File: src/rtl/sdram_chk_pkg.sv
package sdram_chk_pkg;
  typedef enum logic [3:0] {
    CMD_NOP  = 4'd0,
    CMD_ACT  = 4'd1,
    CMD_RD   = 4'd2,
    CMD_WR   = 4'd3,
    CMD_PRE  = 4'd4,
    CMD_PREA = 4'd5,
    CMD_REF  = 4'd6,
    CMD_MRS  = 4'd7,
    CMD_BST  = 4'd8
  } cmd_e;

  localparam int unsigned RULE_RFC    = 1;
  localparam int unsigned RULE_MRD    = 2;
  localparam int unsigned RULE_STATE  = 3;
  localparam int unsigned RULE_RP     = 4;
  localparam int unsigned RULE_RC     = 5;
  localparam int unsigned RULE_RRD    = 6;
  localparam int unsigned RULE_RCD    = 7;
  localparam int unsigned RULE_RAS    = 8;
  localparam int unsigned RULE_CDL    = 9;
  localparam int unsigned RULE_RDL    = 10;
  localparam int unsigned RULE_BDL    = 11;
  localparam int unsigned RULE_RTP    = 12;
  localparam int unsigned RULE_RASMAX = 13;
  localparam int unsigned RULE_LAST   = 13;

  function automatic int unsigned ps_to_cyc(input int unsigned t_ps, input int unsigned clk_ps);
    return (t_ps + clk_ps - 1) / clk_ps;
  endfunction
endpackage

File: src/rtl/sdram_since_ctr.sv
module sdram_since_ctr #(
  parameter int unsigned W = 8
) (
  input  logic         clk_i,
  input  logic         rst_ni,
  input  logic         hit_i,
  output logic         valid_o,
  output logic [W-1:0] cnt_o
);
  logic         valid_q;
  logic [W-1:0] cnt_q;

  always_ff @(posedge clk_i or negedge rst_ni) begin
    if (!rst_ni) begin
      valid_q <= 1'b0;
      cnt_q   <= '0;
    end else if (hit_i) begin
      valid_q <= 1'b1;
      cnt_q   <= W'(1);
    end else if (valid_q && cnt_q != '1) begin
      cnt_q <= cnt_q + 1'b1;
    end
  end

  assign valid_o = valid_q;
  assign cnt_o   = cnt_q;

  a_r2_count_step: assert property (@(posedge clk_i) disable iff (!rst_ni)
    (valid_q && !hit_i && cnt_q != '1) |=> (cnt_q == $past(cnt_q) + 1'b1));
  a_r2_restart: assert property (@(posedge clk_i) disable iff (!rst_ni)
    hit_i |=> (valid_q && cnt_q == W'(1)));
endmodule

File: src/rtl/sdram_glob_trk.sv
module sdram_glob_trk
  import sdram_chk_pkg::*;
#(
  parameter int unsigned W      = 16,
  parameter int unsigned BANK_W = 2,
  parameter int unsigned RRD_C  = 2,
  parameter int unsigned RFC_C  = 11,
  parameter int unsigned MRD_C  = 2,
  parameter int unsigned CDL_C  = 1,
  parameter int unsigned RDL_C  = 2,
  parameter int unsigned BDL_C  = 1
) (
  input  logic              clk_i,
  input  logic              rst_ni,
  input  cmd_e              cmd_i,
  input  logic [BANK_W-1:0] bank_i,
  input  logic [1:0]        cas_lat_i,
  input  logic [3:0]        burst_len_i,
  output logic              hit_rfc_o,
  output logic              hit_mrd_o,
  output logic              hit_rrd_o,
  output logic              hit_cdl_o,
  output logic              hit_rdl_o,
  output logic              hit_bdl_o,
  output logic              hit_rtp_o
);
  localparam logic [W-1:0] RRD_W = W'(RRD_C);
  localparam logic [W-1:0] RFC_W = W'(RFC_C);
  localparam logic [W-1:0] MRD_W = W'(MRD_C);
  localparam logic [W-1:0] CDL_W = W'(CDL_C);
  localparam logic [W-1:0] RDL_W = W'(RDL_C);
  localparam logic [W-1:0] BDL_W = W'(BDL_C);

  logic              act_v, ref_v, mrs_v, wr_v, rd_v;
  logic [W-1:0]      act_cnt, ref_cnt, mrs_cnt, wr_cnt, rd_cnt;
  logic [BANK_W-1:0] act_bank_q, wr_bank_q, rd_bank_q;
  logic [W-1:0]      wr_last_q;   // beats after the write command: BL-1
  logic [W-1:0]      rd_span_q;   // CL+BL-2
  logic              is_act, is_rd, is_wr, is_ref, is_mrs;
  logic              pre_wr_bank, pre_rd_bank;

  assign is_act = cmd_i == CMD_ACT;
  assign is_rd  = cmd_i == CMD_RD;
  assign is_wr  = cmd_i == CMD_WR;
  assign is_ref = cmd_i == CMD_REF;
  assign is_mrs = cmd_i == CMD_MRS;

  sdram_since_ctr #(.W(W)) u_act_ctr (
    .clk_i(clk_i), .rst_ni(rst_ni), .hit_i(is_act), .valid_o(act_v), .cnt_o(act_cnt));
  sdram_since_ctr #(.W(W)) u_ref_ctr (
    .clk_i(clk_i), .rst_ni(rst_ni), .hit_i(is_ref), .valid_o(ref_v), .cnt_o(ref_cnt));
  sdram_since_ctr #(.W(W)) u_mrs_ctr (
    .clk_i(clk_i), .rst_ni(rst_ni), .hit_i(is_mrs), .valid_o(mrs_v), .cnt_o(mrs_cnt));
  sdram_since_ctr #(.W(W)) u_wr_ctr (
    .clk_i(clk_i), .rst_ni(rst_ni), .hit_i(is_wr), .valid_o(wr_v), .cnt_o(wr_cnt));
  sdram_since_ctr #(.W(W)) u_rd_ctr (
    .clk_i(clk_i), .rst_ni(rst_ni), .hit_i(is_rd), .valid_o(rd_v), .cnt_o(rd_cnt));

  always_ff @(posedge clk_i or negedge rst_ni) begin
    if (!rst_ni) begin
      act_bank_q <= '0;
      wr_bank_q  <= '0;
      rd_bank_q  <= '0;
      wr_last_q  <= '0;
      rd_span_q  <= '0;
    end else begin
      if (is_act) act_bank_q <= bank_i;
      if (is_wr) begin
        wr_bank_q <= bank_i;
        wr_last_q <= W'(burst_len_i) - W'(1);
      end
      if (is_rd) begin
        rd_bank_q <= bank_i;
        rd_span_q <= W'(cas_lat_i) + W'(burst_len_i) - W'(2);
      end
    end
  end

  assign pre_wr_bank = (cmd_i == CMD_PRE && bank_i == wr_bank_q) || cmd_i == CMD_PREA;
  assign pre_rd_bank = (cmd_i == CMD_PRE && bank_i == rd_bank_q) || cmd_i == CMD_PREA;

  assign hit_rfc_o = ref_v && ref_cnt < RFC_W && cmd_i != CMD_NOP;
  assign hit_mrd_o = mrs_v && mrs_cnt < MRD_W && (is_act || is_ref);
  assign hit_rrd_o = is_act && act_v && bank_i != act_bank_q && act_cnt < RRD_W;
  assign hit_cdl_o = (is_rd || is_wr) && wr_v && wr_cnt < wr_last_q + CDL_W;
  assign hit_rdl_o = pre_wr_bank && wr_v && wr_cnt < wr_last_q + RDL_W;
  assign hit_bdl_o = cmd_i == CMD_BST && wr_v && wr_cnt < wr_last_q + BDL_W;
  assign hit_rtp_o = pre_rd_bank && rd_v && rd_cnt < rd_span_q;

  a_r5_ref_then_cmd: assert property (@(posedge clk_i) disable iff (!rst_ni)
    is_ref ##1 (cmd_i != CMD_NOP) |-> hit_rfc_o);
  a_r6_mrs_then_act: assert property (@(posedge clk_i) disable iff (!rst_ni)
    is_mrs ##1 is_act |-> hit_mrd_o);
  a_r10_wr_then_bst: assert property (@(posedge clk_i) disable iff (!rst_ni)
    (is_wr && burst_len_i > 4'd1) ##1 (cmd_i == CMD_BST) |-> hit_bdl_o);
endmodule

File: config.mk
export PLATFORM = sky130hd
export DESIGN_NAME = sdram_glob_trk
export DESIGN_NICKNAME = d
export VERILOG_FILES = /design/src/rtl/sdram_chk_pkg.sv /design/src/rtl/sdram_since_ctr.sv /design/src/rtl/sdram_glob_trk.sv
export SDC_FILE = /design/constraint.sdc
export NUM_CORES = 1
export LEC_CHECK = 0
export CAP_MARGIN = 20
export CORE_UTILIZATION = 60
export CTS_CLUSTER_SIZE = 16
export DETAILED_ROUTE_END_ITERATION = 10
export PLACE_DENSITY = 0.78
export SLEW_MARGIN = 5
export SYNTH_ARGS = -nofsm -noshare
export SYNTH_HDL_FRONTEND = slang
export SYNTH_HIERARCHICAL = 1
export SYNTH_SLANG_ARGS = --single-unit
File: constraint.sdc
create_clock -name clk_i -period 4.9 [get_ports clk_i]
set_clock_uncertainty 0.1 [all_clocks]
set_input_delay 0.98 -clock clk_i [delete_from_list [all_inputs] [get_ports clk_i]]
set_output_delay 0.98 -clock clk_i [all_outputs]
set_load 0.01 [all_outputs]
==> results.py <==
metrics = {
    "setup_path": {
        "cp.arrival_ps": 3620,
        "cp-start-kind": "flip-flop",
        "reg2reg_from": "u_wr_ctr/cnt_o[1]$_DFFE_PN0P_",
        "criticalPathCategory": "reg -> out",
        "critPathMaxFanout": 7,
        "worstReg2RegEnd": "u_wr_ctr/cnt_o[1]$_DFFE_PN0P_",
        "r2r_cells": 5,
        "rrSetupSlack_ps": 2470,
        "crit_path_end_kind": "output pin",
        "crit_required_ps": 3820,
    },
    "global_route": {
        "grt_overflow": 0,
        "grt_pass1_wl_um": 25100,
        "antenna_found_initial": 0,
        "track_usage": 0.269,
        "grt_max_degree": 65,
        "grt_pass1_vias": 5482,
    },
    "timing": {
        "fmaxAchievable_ghz": 0.213,
        "report.final.slew_viol_count": 0,
        "setup_violations": 0,
        "hold_violations": 0,
        "setup_ws_ps": 197,
        "fin_crit_ps": 4700,
        "rsz0062_at_grt": "no",
        "fin_crit_sh": 0.960,
        "relSlewSlack": 0.465,
        "setup_tns_ps": 0,
        "worst_slew_pin_slew_ps": 803,
    },
    "logic_synthesis": {
        "yosysTopAreaCellShare": 0.372,
        "async_flop_share": 1.00,
        "synth_edf_count": 0,
        "ys.flop_type": "dfrtp_1",
        "syn-num-nets": 807,
        "yosys-top-cells-area": "dfrtp_1 (37%), ha_1 (12%), a21oi_1 (5.4%)",
        "yosysWarnings": 6,
        "syn-cell-area_sq_um": 6870,
        "syn_inst": 724,
        "yosysTopAreaCell": "dfrtp_1",
        "synth_seq_cells": 102,
        "synth.distinct_cells": 52,
        "yosysSeqAreaShare": 0.372,
        "syn_avg_cell_area_sq_um": 9.49,
    },
    "min_path": {
        "hold-path-cell-count": 1,
        "min_from": "rd_span_q[0]$_DFFE_PN0P_",
        "min_to": "rd_span_q[0]$_DFFE_PN0P_",
        "hold_class": "reg -> reg",
    },
    "route": {
        "drt_first_pass_iters": 5,
        "post-route-drc-count": 0,
        "num_vias": 5550,
        "wl_per_cell_um": 16.7,
        "final_antenna_net_count": 0,
        "viasPerCell": 6.34,
        "wl_um": 14600,
        "drt_iter0_drc": 319,
    },
    "floorplan": {
        "coreArea_sq_um": 11000,
        "die_w_um": 109,
        "start_util": 0.625,
        "row_count": 38,
        "dieArea_sq_um": 11900,
        "die_height_um": 109,
        "ioPinCount": 21,
    },
    "power_and_ir_drop": {
        "p_leak_nw": 3.05,
        "vdd.ir_drop.worst_v": 0.000310,
        "powerDensity_nw_per_um2": 393,
        "p_total_w": 0.00293,
    },
    "cells_and_area": {
        "final_common_cell": "dfrtp_1",
        "final_nets": 813,
        "layout-drive-gt1-share": 0.113,
        "antenna_cells": 0,
        "area_growth_pct": 8.45,
        "stdcell_count": 875,
        "fillers": 842,
        "final_cell_mix": "dfrtp_1 (100), a21oi_1 (74), ha_1 (67), nand2_1 (49), inv_1 (38)",
    },
    "place": {
        "dp_cells": 858,
        "place_hpwl_um": 10300,
        "gp_congestion": 0.916,
        "dp_worst_setup_slack_ps": 491,
        "place.port_buffers": 20,
    },
    "clock_network": {
        "ctsHtreeMaxLevel": 3,
        "cts_tree": "built",
        "clock-sinks": 102,
        "cts-root-buf": "clkbuf_16",
        "cts_buffers": 9,
        "clk_latency_ps": 360,
        "path_clk_slew_ps": 80,
        "cts_buffer_depth": 2,
    },
    "status": {
        "status": "complete, no violations",
    },
    "run": {
        "max-cap-violations": 0,
    },
}
-- final cells by class --
cell class | count | area [sq um] | share of cell area
flip-flops and latches | 102 | 2550 | 0.343
inverters | 38 | 143 | 0.0191
multi-input cells | 553 | 4040 | 0.543
repair buffers | 26 | 243 | 0.0326
clock inverters | 7 | 66.3 | 0.00890
well taps | 140 | 175 | 0.0235
clock buffers | 9 | 225 | 0.0302
-- routing by layer --
layer	global-route usage	wire [um]	vias to the layer above
met4	0.0656	170	0
met1	0.334	6280	2738
met2	0.465	7450	149
li1	-	-	2646
met5	0	0	-
met3	0.0675	701	17
-- critical path, cell delays in order, from the launching register on --
cell	delay, ps
dfrtp_2	440
ha_2	240
and3_1	260
nand2_1	80
ha_1	300
ha_1	290
and3_1	160
a221oi_1	260
o2111ai_1	130
a41oi_1	260
and4bb_2	290
clkdlybuf4s50_1	550
-- synthesized netlist by cell type (all sizes together), types with 17 or more instances --
cell type	number
nand2	49
o21ai	29
nor4	17
nand3	28
dfrtp	102
nand4	35
a21oi	79
xnor2	35
nor2	30
ha	68
inv	38
xor2	34
nor3	20
-- through the flow --
stage	utilization	cell area [sq um]	hold slack, ps
finish	0.678	7450	414
floorplan	-	6870	372
global placement	0.651	7150	394
global route	0.678	7450	451
detailed placement	0.651	7150	391
CTS	0.677	7440	417
-- state kept, by name, summed over array words and instances, names as in the netlist --
| signal | cells |
|---|---|
| u_act_ctr/cnt_o | 16 |
| u_ref_ctr/cnt_o | 16 |
| u_rd_ctr/valid_o | 1 |
| u_mrs_ctr/valid_o | 1 |
| u_wr_ctr/cnt_o | 16 |
| u_mrs_ctr/cnt_o | 16 |
| rd_span_q | 6 |
| u_wr_ctr/valid_o | 1 |
| rd_bank_q | 2 |
| act_bank_q | 2 |
| wr_last_q | 5 |
| u_ref_ctr/valid_o | 1 |
| u_act_ctr/valid_o | 1 |
| wr_bank_q | 2 |
| u_rd_ctr/cnt_o | 16 |
-- how the worst max path moves through the flow --
stage	to	cells past startpoint	start	slack, ps
finish	hit_cdl_o	11	wr_last_q[2]$_DFFE_PN0P_	200
CTS	hit_cdl_o	11	wr_last_q[2]$_DFFE_PN0P_	90
floorplan	hit_cdl_o	11	wr_last_q[2]$_DFFE_PN0P_	1270
global placement	hit_cdl_o	11	wr_last_q[2]$_DFFE_PN0P_	620
detailed placement	hit_cdl_o	11	wr_last_q[2]$_DFFE_PN0P_	490
global route	hit_cdl_o	11	wr_last_q[2]$_DFFE_PN0P_	2
-- where the power goes --
group,switching (W),internal (W)
Clock,0.000345,0.000356
Sequential,0.000293,0.00102
Combinational,0.000455,0.000457
Total,0.00109,0.00184
-- cell families (layout without fill, tap and decap cells) --
kind of cell,count (synthesis),count (layout),synth area share
simple gates,250,250,0.220
flops,102,102,0.372
compound gates,157,157,0.138
buf+inv,69,80,0.0424
mux,8,8,0.0129
fa+ha+maj,69,69,0.127
xor+xnor,69,69,0.0880
-- timing repair --
action                                  CTS  global route
setup buffers                             0             0
hold buffers                              0             0
endpoints found under the setup margin    0             2
resized for setup                         0             3
Note: power is estimated with default switching activity, not from simulation.
